File: config.mk
export PLATFORM = sky130hd
export DESIGN_NAME = mctimer_top
export DESIGN_NICKNAME = d
export VERILOG_FILES = /design/src/rtl/mct_pkg.sv /design/src/rtl/mct_timebase.sv /design/src/rtl/mct_channel.sv /design/src/rtl/mctimer_top.sv
export SDC_FILE = /design/constraint.sdc
export NUM_CORES = 1
export LEC_CHECK = 0
export BUFFER_PORTS_ARGS = -buffer_cell sky130_fd_sc_hd__clkbuf_2
export CORE_MARGIN = 3
export CORE_UTILIZATION = 45
export DETAILED_ROUTE_END_ITERATION = 8
export GPL_TIMING_DRIVEN = 0
export PLACE_DENSITY_LB_ADDON = 0.25
export SYNTH_ARGS = -nofsm -noshare
export SYNTH_HDL_FRONTEND = slang
export SYNTH_SLANG_ARGS = --single-unit
File: constraint.sdc
create_clock -name clk -period 6.5 [get_ports clk]
set_input_delay 1.3 -clock clk [delete_from_list [all_inputs] [get_ports clk]]
set_output_delay 1.3 -clock clk [all_outputs]
set_load 0.1 [all_outputs]
File: src/rtl/mct_pkg.sv
package mct_pkg;
    typedef enum logic [1:0] {
        TB_OFF  = 2'd0,
        TB_RUN  = 2'd1,
        TB_HALT = 2'd2
    } tb_state_e;

    localparam int OFF_CTRL   = 'h00;
    localparam int OFF_COUNT  = 'h04;
    localparam int SUB_CHCTL  = 'h0;
    localparam int SUB_CHFLAG = 'h4;
    localparam int SUB_CHCMP  = 'h8;
endpackage

File: src/rtl/mct_timebase.sv
module mct_timebase
    import mct_pkg::*;
#(
    parameter int CNT_W = 32,
    parameter int PSC_W = 8
) (
    input  logic             clk,
    input  logic             rst,
    input  logic             en_i,
    input  logic             frz_i,
    input  logic             dbg_i,
    input  logic [PSC_W-1:0] psc_i,
    input  logic             load_i,
    input  logic [CNT_W-1:0] load_val_i,
    output logic [CNT_W-1:0] cnt_o,
    output logic [CNT_W-1:0] nxt_o,
    output logic             step_o
);
    tb_state_e        state_q, state_d;
    logic [PSC_W-1:0] div_q;
    logic [CNT_W-1:0] cnt_q;
    logic             tick;

    always_comb begin
        state_d = state_q;
        unique case (state_q)
            TB_OFF: begin
                if (en_i && frz_i && dbg_i) state_d = TB_HALT;
                else if (en_i)              state_d = TB_RUN;
            end
            TB_RUN: begin
                if (!en_i)                  state_d = TB_OFF;
                else if (frz_i && dbg_i)    state_d = TB_HALT;
            end
            TB_HALT: begin
                if (!en_i)                  state_d = TB_OFF;
                else if (!(frz_i && dbg_i)) state_d = TB_RUN;
            end
            default:                        state_d = TB_OFF;
        endcase
    end

    always_ff @(posedge clk) begin
        if (rst) state_q <= TB_OFF;
        else     state_q <= state_d;
    end

    always_comb begin
        tick   = 1'b0;
        unique case (state_q)
            TB_RUN:  tick = (div_q >= psc_i);
            TB_OFF:  tick = 1'b0;
            TB_HALT: tick = 1'b0;
            default: tick = 1'b0;
        endcase
        step_o = tick && !load_i;
    end

    always_ff @(posedge clk) begin
        if (rst || load_i || state_q == TB_OFF) div_q <= '0;
        else if (tick)                          div_q <= '0;
        else if (state_q == TB_RUN)             div_q <= div_q + 1'b1;
    end

    always_ff @(posedge clk) begin
        if (rst)         cnt_q <= '0;
        else if (load_i) cnt_q <= load_val_i;
        else if (tick)   cnt_q <= cnt_q + 1'b1;
    end

    assign cnt_o = cnt_q;
    assign nxt_o = cnt_q + 1'b1;

    AST_OFF_HOLD: assert property (@(posedge clk) disable iff (rst)
        (state_q == TB_OFF && !load_i) |=> $stable(cnt_q));
    AST_HALT_HOLD: assert property (@(posedge clk) disable iff (rst)
        (state_q == TB_HALT && !load_i) |=> $stable(cnt_q));
    AST_LOAD_LANDS: assert property (@(posedge clk) disable iff (rst)
        load_i |=> (cnt_q == $past(load_val_i)));
    AST_DIV_HALT: assert property (@(posedge clk) disable iff (rst)
        (state_q == TB_HALT && !load_i) |=> $stable(div_q));
endmodule

File: src/rtl/mct_channel.sv
module mct_channel #(
    parameter int CNT_W = 32
) (
    input  logic             clk,
    input  logic             rst,
    input  logic             step_i,
    input  logic [CNT_W-1:0] nxt_i,
    input  logic             ctl_we,
    input  logic             flag_we,
    input  logic             cmp_we,
    input  logic             wbit_i,
    input  logic [CNT_W-1:0] wval_i,
    output logic             en_o,
    output logic             flag_o,
    output logic [CNT_W-1:0] cmp_o,
    output logic             irq_o
);
    logic             en_q, flag_q, hit;
    logic [CNT_W-1:0] cmp_q;

    assign hit = step_i && en_q && (nxt_i == cmp_q);

    always_ff @(posedge clk) begin
        if (rst) begin
            en_q  <= 1'b0;
            cmp_q <= '0;
        end else begin
            if (ctl_we) en_q  <= wbit_i;
            if (cmp_we) cmp_q <= wval_i;
        end
    end

    always_ff @(posedge clk) begin
        if (rst)                    flag_q <= 1'b0;
        else if (hit)               flag_q <= 1'b1;
        else if (flag_we && wbit_i) flag_q <= 1'b0;
    end

    assign en_o   = en_q;
    assign flag_o = flag_q;
    assign cmp_o  = cmp_q;
    assign irq_o  = flag_q & en_q;

    AST_FLAG_CAUSE: assert property (@(posedge clk) disable iff (rst)
        $rose(flag_q) |-> $past(step_i && en_q));
    AST_FLAG_CLEAR: assert property (@(posedge clk) disable iff (rst)
        (flag_we && wbit_i && !step_i) |=> !flag_q);
    AST_FLAG_KEEP: assert property (@(posedge clk) disable iff (rst)
        (flag_q && !(flag_we && wbit_i)) |=> flag_q);
endmodule

File: src/rtl/mctimer_top.sv
module mctimer_top
    import mct_pkg::*;
#(
    parameter int CNT_W  = 32,
    parameter int PSC_W  = 8,
    parameter int NCH    = 4,
    parameter int ADDR_W = 8
) (
    input  logic              clk,
    input  logic              rst,
    input  logic [ADDR_W-1:0] addr,
    input  logic [CNT_W-1:0]  wdata,
    input  logic              wr_en,
    input  logic              rd_en,
    output logic [CNT_W-1:0]  rdata,
    input  logic              dbg_halt,
    output logic [NCH-1:0]    irq
);
    localparam int BLK_W   = ADDR_W - 4;
    localparam int PSC_LSB = 8;

    logic             ctl_en, ctl_frz;
    logic [PSC_W-1:0] ctl_psc;
    logic             ctrl_we, cnt_we;
    logic [CNT_W-1:0] cnt, nxt;
    logic             step;

    logic [NCH-1:0]   ch_en, ch_flag;
    logic [CNT_W-1:0] ch_cmp [NCH];

    assign ctrl_we = wr_en && (addr == ADDR_W'(OFF_CTRL));
    assign cnt_we  = wr_en && (addr == ADDR_W'(OFF_COUNT));

    always_ff @(posedge clk) begin
        if (rst) begin
            ctl_en  <= 1'b0;
            ctl_frz <= 1'b0;
            ctl_psc <= '0;
        end else if (ctrl_we) begin
            ctl_en  <= wdata[0];
            ctl_frz <= wdata[1];
            ctl_psc <= wdata[PSC_LSB +: PSC_W];
        end
    end

    mct_timebase #(.CNT_W(CNT_W), .PSC_W(PSC_W)) u_tb (
        .clk        (clk),
        .rst        (rst),
        .en_i       (ctl_en),
        .frz_i      (ctl_frz),
        .dbg_i      (dbg_halt),
        .psc_i      (ctl_psc),
        .load_i     (cnt_we),
        .load_val_i (wdata),
        .cnt_o      (cnt),
        .nxt_o      (nxt),
        .step_o     (step)
    );

    for (genvar n = 0; n < NCH; n++) begin : g_ch
        localparam logic [BLK_W-1:0] BLK = BLK_W'(n + 1);
        logic sel;
        assign sel = wr_en && (addr[ADDR_W-1:4] == BLK);

        mct_channel #(.CNT_W(CNT_W)) u_ch (
            .clk     (clk),
            .rst     (rst),
            .step_i  (step),
            .nxt_i   (nxt),
            .ctl_we  (sel && addr[3:0] == 4'(SUB_CHCTL)),
            .flag_we (sel && addr[3:0] == 4'(SUB_CHFLAG)),
            .cmp_we  (sel && addr[3:0] == 4'(SUB_CHCMP)),
            .wbit_i  (wdata[0]),
            .wval_i  (wdata),
            .en_o    (ch_en[n]),
            .flag_o  (ch_flag[n]),
            .cmp_o   (ch_cmp[n]),
            .irq_o   (irq[n])
        );
    end

    always_comb begin
        rdata = '0;
        if (rd_en) begin
            if (addr == ADDR_W'(OFF_CTRL)) begin
                rdata[0]                  = ctl_en;
                rdata[1]                  = ctl_frz;
                rdata[PSC_LSB +: PSC_W]   = ctl_psc;
            end else if (addr == ADDR_W'(OFF_COUNT)) begin
                rdata = cnt;
            end
            for (int n = 0; n < NCH; n++) begin
                if (addr[ADDR_W-1:4] == BLK_W'(n + 1)) begin
                    unique case (addr[3:0])
                        4'(SUB_CHCTL):  rdata[0] = ch_en[n];
                        4'(SUB_CHFLAG): rdata[0] = ch_flag[n];
                        4'(SUB_CHCMP):  rdata    = ch_cmp[n];
                        default:        rdata    = '0;
                    endcase
                end
            end
        end
    end

    AST_RESET_QUIET: assert property (@(posedge clk)
        rst |=> (irq == '0));
endmodule

* After elaboration in Yosys (flattened, before gate mapping) *
Cells that the tools add are included.

storage, ports and cells
  register bits = 188
  output and inout bits = 36

operators by class
  $add $sub $neg = 2
  magnitude comparators = 1
  equal/unequal tests = 16
  multiplexer cells = 40
  bitwise operators = 4
  reduce and logical (&&, ||, !) cells = 48

operators with widths
  operator                 number
  $mux W32                 8
  $pmux W31 S2             4
  $eq A32 B32 Y1           4
  $logic_and A1 B1 Y1      34
  $add A32 B1 Y32 const B  1
  $mux W16                 2
  $mux W2                  8
  $mux W8                  2
  $mux W6                  2
  $pmux W1 S3              4
  $reduce_bool A2 Y1       5
  $mux W1                  9
  $add A8 B1 Y8 const B    1
  $eq A4 B2 Y1 const B     2
  $eq A4 B3 Y1 const B     2
  $eq A8 B3 Y1 const B     1
  $ge A8 B8 Y1             1
  $logic_not A8 Y1         1
  $ne A3 B2 Y1 const B     2
  $pmux W2 S3              1
  $and A1 B1 Y1            4
  $eq A4 B1 Y1 const B     1
  $eq A4 B4 Y1 const B     1
  $logic_not A4 Y1         1
  other kinds (8)          10

* Logic depth before layout (Yosys ltp) *
Gate-level depths: netlist of the first run.

  depth after elaboration = 13
  depth in mapped cells = 11
  mapped depth without buffers = 10

* Cells and area by module *
From an unflattened synthesis of the first run, not the netlist that was laid out.

unflattened totals
  cell total of the unflattened synthesis = 1326
  area, all modules = 11701.2 sq um

modules (own cells, without submodules)
  module        instances  cells an instance  area an instance (sq um)  sequential area each (sq um)
  mct_channel   4          156                1551.5                    680.7
  mct_timebase  1          370                3046.7                    840.8
  mctimer_top   1          332                2448.6                    200.2

* Worst setup path after synthesis of the first run *
No wires, ideal clock.

  kind = input to output
  start = input port addr[5]
  end = output port rdata[19]
  arrival = 4873 ps
  required time = 5200 ps
  path slack = 327 ps
  stages on the path = 5
  path through = or4b_2 nor2_1 clkbuf_1 a222oi_1 a21boi_0

between the ends
  longest elaborated chain between the ends = 13

ends and longest elaborated chain
  what          line               RTL
  from (decl)   mctimer_top.sv:11  input logic [ADDR_W-1:0] addr,
  $eq A8 B3 Y1  mctimer_top.sv:89  end else if (addr == ADDR_W'(OFF_COUNT)) begin
  $mux W32      mctimer_top.sv:89
  $mux W16      mctimer_top.sv:85  if (addr == ADDR_W'(OFF_CTRL)) begin
  $mux W16      mctimer_top.sv:84  if (rd_en) begin
  $pmux W31 S2  mctimer_top.sv:94  unique case (addr[3:0])
  $mux W32      mctimer_top.sv:93  if (addr[ADDR_W-1:4] == BLK_W'(n + 1)) begin
  $pmux W31 S2  mctimer_top.sv:94
  $mux W32      mctimer_top.sv:93
  $pmux W31 S2  mctimer_top.sv:94
  $mux W32      mctimer_top.sv:93
  $pmux W31 S2  mctimer_top.sv:94
  $mux W32 (*)  mctimer_top.sv:93
  $mux W32 (*)  mctimer_top.sv:84
  to (decl)     mctimer_top.sv:15  output logic [CNT_W-1:0] rdata,

Every way passes the cells marked *; elsewhere a longest branch is shown, timed or not. The select of a mux whose other input is x is not followed.

* Worst setup path after layout of the first run *
Same ends and word-level chain as after synthesis.

==> out/results.ini, run 1 <==
[placed_design]
placed_cells=1956
port_buffers=78
routabilityCongestion=1.07
place_ws_ns=0.874
place_hpwl_mm=38.8

[cts]
cts_max_path_buffers=2
cts_root_buf=clkbuf_16
clock_latency_ns=0.45
cts_max_level=4
post_cts_buffers=0
cts_tree=built
numCtsBuffers=17
hold_buffers=0
cts_resized=0
clk_pin_slew_worst_paths_ns=0.08
cts_num_sinks=188

[floorplan]
core_sq_mm=0.0255
rows=58
dieHeight_microns=168
ios=81
dieArea_sq_mm=0.0282
die_w_microns=168
initial_utilization=0.463

[power_and_ir_drop]
power_density_mw_per_mm2=177
p_total_uw=2340
ir_worst_vdd_mv=0.140
p_leak_uw=0.00419

[worst_setup_path]
critPathLaunchType=input pin
critical_path_required_ns=5.20
crit_path_end_kind=primary output
worstPathMaxFanout=10
criticalPathCategory=in -> out
crit_arrival_ns=4.43

[synthesis]
ys_warn_count=0
netlist.area_leader.share=0.319
synth_area_leaders=dfxtp_1, nand2_1, xnor2_1
synth_common_cells=nand2_1, dfxtp_1, a21oi_1, xnor2_1, clkbuf_1
yosysSeqAreaShare=0.319
syn_area_sq_mm=0.0118
yosys_register_bits=188
synth-edff-count=0
synth_flop_cell=dfxtp_1
syn_area_per_cell_sq_um=7.63
synthArstFlopShare=0
synthDistinctLibCells=77
yosysMostFrequentCell=nand2_1
syn_inst=1547
yosysTopAreaCell=dfxtp_1
syn_nets=1602

[timing]
period_minus_slack_ns=5.73
period_share=0.882
final-hold-violation-count=0
worstMarginPinSlew_ns=1.32
final.setup.worst_slack_ns=0.765
rsz0062_at_grt=false
skew_ns=0.0112
max_freq_ghz=0.174
worst_slew_margin_rel=0.112
finalSetupViolCount=0
slew_viol_final=0
timing.setup.tns_ns=0

[hold_path]
hold_path.class=reg -> reg

[grt]
grt_pass1_wl_mm=75.7
antenna_found_initial=0
grt_pass1_vias=11900
grt_overflow=0
grt_usage=0.350
grt_max_degree=19

[job]
cap_violations=0

[final_layout]
final_nets=1701
syn_to_final_growth_pct=11.9
antenna_cells=0
drive_gt1_frac=0.0976
fin_cells=1989
final_util=0.518

[routing]
drt_pass1_iterations=9
vias=12600
drt_iter0_drc=1826
postRouteAntennaNets=0
wl_per_cell_microns=25.4
drt_wl_total_mm=50.5
drc=0
vias_per_cell=6.34

[run_status]
status=completed

-- cell usage in the layout, fill, tap and decap left out, types with 5 or more instances in the layout --
| master | n |
|---|---|
| nand2_1 | 311 |
| dfxtp_1 | 188 |
| a21oi_1 | 159 |
| xnor2_1 | 122 |
| clkbuf_1 | 101 |
| nor2_1 | 91 |
| clkbuf_2 | 79 |
| xor2_1 | 58 |
| nand3_1 | 42 |
| a222oi_1 | 41 |
| o21ai_0 | 36 |
| a211oi_1 | 35 |
| a21boi_0 | 31 |
| nand4_1 | 28 |
| nor3_1 | 27 |
| a22oi_1 | 24 |
| nor4_1 | 21 |
| clkbuf_16 | 17 |
| buf_4 | 16 |
| inv_1 | 15 |
| nor2b_1 | 15 |
| nor3b_1 | 13 |
| and3_1 | 11 |
| nand2b_1 | 10 |
| and2_1 | 10 |
| ha_1 | 10 |
| mux2i_1 | 9 |
| a31oi_1 | 8 |
| o2111ai_1 | 7 |
| or4_1 | 7 |
| nand3b_1 | 6 |
| buf_2 | 6 |
| buf_6 | 5 |
| o221ai_1 | 5 |
| and4_1 | 5 |
| nand3_2 | 5 |
| or3_1 | 5 |
| a2111oi_0 | 5 |
-- registers in the layout, summed over array words and instances (netlist names) --
signal / flops
ctl_frz: 1
u_tb.div_q: 8
ctl_psc: 8
g_ch.u_ch.en_o: 4
g_ch.u_ch.flag_o: 4
ctl_en: 1
g_ch.u_ch.cmp_o: 128
u_tb.cnt_o: 32
u_tb.state_q: 2
-- routing by layer --
layer | part of all wire | wire [microns] | GRT usage
met2 | 0.45 | 22700 | 0.556
met3 | 0.10 | 5110 | 0.0730
met1 | 0.40 | 20200 | 0.458
met5 | 0 | 0 | 0
met4 | 0.049 | 2480 | 0.162
-- stage by stage --
| stage | instance area, sq um | hold slack (ns) |
|---|---|---|
| detailed placement | 12600 | 0.473 |
| global placement | 12600 | 0.469 |
| floorplan | 11800 | 0.448 |
| CTS | 13200 | 0.485 |
| finish | 13200 | 0.487 |
| global route | 13200 | 0.512 |
-- final timing paths --
path	from	endpoint	slack, ns	cells after the start
setup / recovery	addr[5]	rdata[19]	0.77	7
hold / removal	g_ch[0].u_ch.cmp_o[2]	g_ch[0].u_ch.cmp_o[2]	0.49	2
setup reg to reg	u_tb.cnt_o[0]	g_ch[3].u_ch.flag_o	2.60	11
hold reg to reg	g_ch[0].u_ch.cmp_o[2]	g_ch[0].u_ch.cmp_o[2]	0.49	2
-- final cells by class --
class	count	area (sq um)
clock inverters	12	120
multi-input cells	1214	7390
well taps	330	413
plain buffers	130	591
clock buffers	20	467
repair buffers	80	408
inverters	15	56.3
flip-flops and latches	188	3760
fillers	2544	12300
-- cells by family (layout without fill, tap and decap cells) --
group,count (synthesis),count (layout),synth area share
adder cells (fa/ha/maj),10,10,0.0106
XOR/XNOR,182,182,0.137
AO/OA/AOI/OAI,386,386,0.217
buffers and inverters,145,257,0.0548
multiplexers,9,9,0.00764
flip-flops,188,188,0.319
AND/OR/NAND/NOR,627,627,0.254
-- worst max-delay path, cell delays in order --
cell and delay, ns:
clkbuf_2 0.12, or4b_2 0.78, nor2_1 0.42, clkbuf_1 0.64
a222oi_1 0.25, a21boi_0 0.38, clkbuf_2 0.53
-- power breakdown --
| part | internal, uW | switching, uW | total, uW |
|---|---|---|---|
| Sequential | 1150 | 1.92 | 1150 |
| Clock | 541 | 545 | 1090 |
| Combinational | 24.1 | 74.8 | 98.9 |
| Total | 1720 | 622 | 2340 |
(Power assumes the default switching activity.)
==> run 2: changes to the inputs <==
Settings changed: CELL_PAD_IN_SITES_DETAIL_PLACEMENT from default to 0, CELL_PAD_IN_SITES_GLOBAL_PLACEMENT from default to 1.
==> run 2 against run 1 <==
Net effect:
- clock skew rose by 0.0075 ns
- clock-buffer cell count fell by 3
- die area did not move
- utilization fell by 0.069 points
- final cell count fell by 0.10%
- largest power group unchanged
==> out/results.ini, run 2 (synthesis results as in run 1) <==
[timing]
worst_slew_margin_rel=0.0897
rsz0062_at_grt=false
max_freq_ghz=0.176
final-hold-violation-count=0
finalSetupViolCount=0
final.setup.worst_slack_ns=0.809
period_share=0.876
timing.setup.tns_ns=0
slew_viol_final=0
period_minus_slack_ns=5.69
worstMarginPinSlew_ns=1.33
skew_ns=0.0187

[grt]
use_met3=0.0559
grt_max_degree=19
grt.busiest_layer=met2
met2_usage=0.584
grt_usage=0.366
grt_pass1_vias=11700
antenna_found_initial=0
grt_overflow=0
grt_pass1_wl_mm=77.9
grt_use_met1=0.488

[worst_setup_path]
critPathLaunchType=input pin
critical_path_required_ns=5.20
crit_arrival_ns=4.39
crit_path_end_kind=primary output
worstPathMaxFanout=10
criticalPathCategory=in -> out

[routing]
postRouteAntennaNets=0
vias_per_cell=6.29
drt_wl_total_mm=52.4
drt_iter0_drc=1872
vias=12500
drt_pass1_iterations=9
drc=0
wl_per_cell_microns=26.4

[job]
cap_violations=0

[final_layout]
n_fill_cell=2574
drive_gt1_frac=0.0972
antenna_cells=0
largest_reg_flops=128
final_area_sq_mm=0.0132
final_util=0.518
final_nets=1700
final_common_cell=nand2_1
syn_to_final_growth_pct=11.8
final_cell_mix=nand2_1, dfxtp_1, a21oi_1

[floorplan]
ios=81
rows=58
dieArea_sq_mm=0.0282
die_w_microns=168
initial_utilization=0.463
dieHeight_microns=168
core_sq_mm=0.0255

[cts]
cts_max_path_buffers=2
cts_max_level=4
cts_resized=0
hold_buffers=0
cts_root_buf=clkbuf_16
clk_pin_slew_worst_paths_ns=0.07
cts_tree=built
cts_num_sinks=188
numCtsBuffers=17
post_cts_buffers=0
clock_latency_ns=0.46

[placed_design]
dpl_cell_area_sq_mm=0.0126
routabilityCongestion=1.04
place_ws_ns=0.934
port_buffers=78
place_hpwl_mm=40.4

[run_status]
status=completed

[power_and_ir_drop]
p_leak_uw=0.00417
power_density_mw_per_mm2=178
ir_worst_vdd_mv=0.141
p_total_uw=2350

[hold_path]
hold_path.class=reg -> reg

run 2: cell count changes in the layout (fill, tap and decap cells not counted), sizes merged:
| cell | previous run | this run |
|---|---|---|
| bufinv | 0 | 1 |
| clkinvlp | 0 | 1 |
| clkdlybuf4s18 | 1 | 0 |
| clkbuf | 200 | 197 |
run 2: power breakdown:
group | total [uW] | switching, uW | internal (uW) | leakage (uW)
sequential | 1150 | 1.97 | 1150 | 0.00151
clock | 1090 | 551 | 543 | 0.000282
combinational | 101 | 76.9 | 24.0 | 0.00238
total | 2350 | 630 | 1720 | 0.00417
run 2: final timing paths:
check	cells after the start	startpoint	slack, ns	endpoint
max	7	addr[5]	0.81	rdata[19]
min	2	g_ch[2].u_ch.cmp_o[1]	0.49	g_ch[2].u_ch.cmp_o[1]
max reg2reg	10	u_tb.cnt_o[0]	1.96	g_ch[3].u_ch.flag_o
min reg2reg	2	g_ch[2].u_ch.cmp_o[1]	0.49	g_ch[2].u_ch.cmp_o[1]
run 2: layer usage:
| metal | vias up | wire length, microns |
|---|---|---|
| met5 | - | 0 |
| met4 | 0 | 2740 |
| met2 | 678 | 23700 |
| met1 | 6011 | 21700 |
| met3 | 141 | 4260 |
| li1 | 5674 | - |
run 2: area by class of cell:
class / count / area, sq um / area share
multi-input cells: 1214 / 7390 / 0.561
flip-flops and latches: 188 / 3760 / 0.285
plain buffers: 130 / 591 / 0.0448
clock buffers: 17 / 425 / 0.0323
well taps: 330 / 413 / 0.0313
repair buffers: 79 / 398 / 0.0302
clock inverters: 14 / 149 / 0.0113
inverters: 15 / 56.3 / 0.00427
run 2: stage by stage:
step	hold slack [ns]	std cells
floorplan	0.448	1547
global placement	0.470	1955
detailed placement	0.474	1955
CTS	0.485	1986
global route	0.509	1987
finish	0.488	1987
run 2: worst max-delay path: stages:
cell and delay (ns):
clkbuf_2 0.12, or4b_2 0.76, nor2_1 0.37, clkbuf_1 0.68
a222oi_1 0.26, a21boi_0 0.36, clkbuf_2 0.53
==> run 3: changes to the inputs <==
Settings changed: SYNTH_HIERARCHICAL from default to 1.
==> run 3 against run 2 <==
Net effect:
- utilization shrank 0.23 points
- flip-flop and latch count is the same
- largest cell class unchanged
- clock-buffer cell count grew 1
- power grew 6.0%
- critical endpoint is now rdata[31]
- synthesized cell count shrank 14%
- non-clock buffer count shrank 37
- critical path depth is the same
- first-iteration DRC count shrank 35%
- synthesized area shrank 0.81%
- via count shrank 12%
==> out/results.ini, run 3 <==
[cts]
cts_tree=built
clk_pin_slew_worst_paths_ns=0.08
cts_root_buf=clkbuf_16
cts_max_path_buffers=2
hold_buffers=0
clock_latency_ns=0.45
cts_resized=0
cts_num_sinks=188
numCtsBuffers=17
post_cts_buffers=0
cts_max_level=4

[timing]
worst_slew_margin_rel=0.292
finalSetupViolCount=0
rsz0062_at_grt=false
max_freq_ghz=0.187
worstMarginPinSlew_ns=1.05
final-hold-violation-count=0
skew_ns=0.0177
period_minus_slack_ns=5.35
timing.setup.tns_ns=0
period_share=0.823
slew_viol_final=0

[routing]
vias=10900
wl_per_cell_microns=26.4
drc=0
postRouteAntennaNets=0
vias_per_cell=6.20
drt_pass1_iterations=6
drt_wl_total_mm=46.5
drt_iter0_drc=1223

[placed_design]
routabilityCongestion=0.964
port_buffers=78
place_hpwl_mm=35.5
dpl_cell_area_sq_mm=0.0125

[synthesis]
syn_area_per_cell_sq_um=8.82
synth_area_leaders=dfxtp_1, mux2i_1, xnor2_1
syn_nets=1381
yosysTopAreaCell=dfxtp_1
synthArstFlopShare=0
synth_flop_cell=dfxtp_1
ys_warn_count=6
syn_inst=1326
syn_area_sq_mm=0.0117
synth-edff-count=0
netlist.area_leader.share=0.322
synth_common_cells=dfxtp_1, nor2_1, mux2i_1, xnor2_1, nand2_1
synthDistinctLibCells=86
yosysSeqAreaShare=0.322
yosys_register_bits=188

[grt]
grt_overflow=0
antenna_found_initial=1
grt_pass1_vias=10100
grt_max_degree=20
grt_usage=0.322
grt_pass1_wl_mm=67.8

[power_and_ir_drop]
comb_power_share=0.099
p_seq_frac=0.471
intPower_uw=1760
power_density_mw_per_mm2=190
swShare=0.295
p_total_uw=2490
p_sw_uw=735
ir_worst_vdd_mv=0.149
p_leak_uw=0.00491
power_frac_clock=0.430

[floorplan]
dieArea_sq_mm=0.0280
initial_utilization=0.461
dieHeight_microns=167
core_sq_mm=0.0254
rows=58
die_w_microns=167
ios=81

[final_layout]
n_fill_cell=2514
final_area_sq_mm=0.0131
syn_to_final_growth_pct=11.9
drive_gt1_frac=0.143
final_util=0.515
final_cell_mix=nor2_1, dfxtp_1, mux2i_1
largest_reg_flops=128
antenna_cells=0
final_nets=1478

[worst_setup_path]
worstPathMaxFanout=10
crit_arrival_ns=4.05
crit_top_cell=clkbuf_2
crit_path_end_kind=primary output
critical_path.slowest_cell=clkbuf_1
slowest_delay_ns=0.63
critical_path_required_ns=5.20
critPathLaunchType=input pin
cp_cell_sequence=clkbuf_2 -> clkbuf_2 -> nor4b_4 -> clkbuf_1 -> a22oi_1 -> o2bb2ai_1 -> clkbuf_2
criticalPathCategory=in -> out

[job]
cap_violations=0

[hold_path]
hold_path.class=reg -> reg

[run_status]
status=completed

## run 3: metrics by stage
step | worst slack (ns) | std cells | hold slack, ns
5_1_grt | 1.15 | 1766 | 0.531
4_1_cts | 1.28 | 1766 | 0.514
3_3_place_gp | 1.25 | 1734 | 0.483
6_report | 1.15 | 1766 | 0.509
3_5_place_dp | 1.28 | 1734 | 0.502
2_1_floorplan | 1.48 | 1326 | 0.449
## run 3: worst paths after layout
check	slack [ns]	depth (start not counted)	startpoint	endpoint
max	1.15	7	addr[6]	rdata[31]
min	0.51	2	ctl_frz	u_tb/state_q[1]
max reg2reg	2.67	9	u_tb/cnt_o[9]	g_ch[2].u_ch/flag_o
min reg2reg	0.51	2	ctl_frz	u_tb/state_q[1]
## run 3: final cells by class
type                    instances  area [sq um]  area share
multi-input cells            1030          7370       0.563
flip-flops and latches        188          3760       0.287
plain buffers                  94           514      0.0393
clock buffers                  18           439      0.0335
well taps                     330           413      0.0315
repair buffers                 78           390      0.0298
clock inverters                14           149      0.0114
inverters                      14          52.6     0.00401
## run 3: layer usage
metal	global-route usage	routed length [microns]	vias up
met5	0	0	-
met4	0.0822	1160	0
met3	0.0517	4460	76
met2	0.501	20600	566
met1	0.468	20300	5344
li1	-	-	4961
## run 3: cell families (layout without fill, tap and decap cells)
| family | after synthesis | count (layout) | synth area share |
|---|---|---|---|
| AOI/OAI and AO/OA | 174 | 174 | 0.112 |
| xor gates and xnor gates | 163 | 163 | 0.122 |
| adders and majority gates | 10 | 10 | 0.0107 |
| buffers and inverters | 108 | 218 | 0.0484 |
| DFF | 188 | 188 | 0.322 |
| muxes | 173 | 173 | 0.150 |
| and+or+nand+nor | 510 | 510 | 0.235 |
## run 3: power by group through the flow
stage	combinational (uW)	sequential [uW]	clock (uW)
floorplan	132	1190	0
detailed placement	237	1200	0
finish	246	1170	1070
global route	255	1170	1120
global placement	236	1200	0
CTS	238	1170	1080
## run 3: critical path: cells and delay by family
family                 cells  cell delay (ns)
buffers and inverters      4             1.49
AOI/OAI and AO/OA          2             0.67
and+or+nand+nor            1             0.57
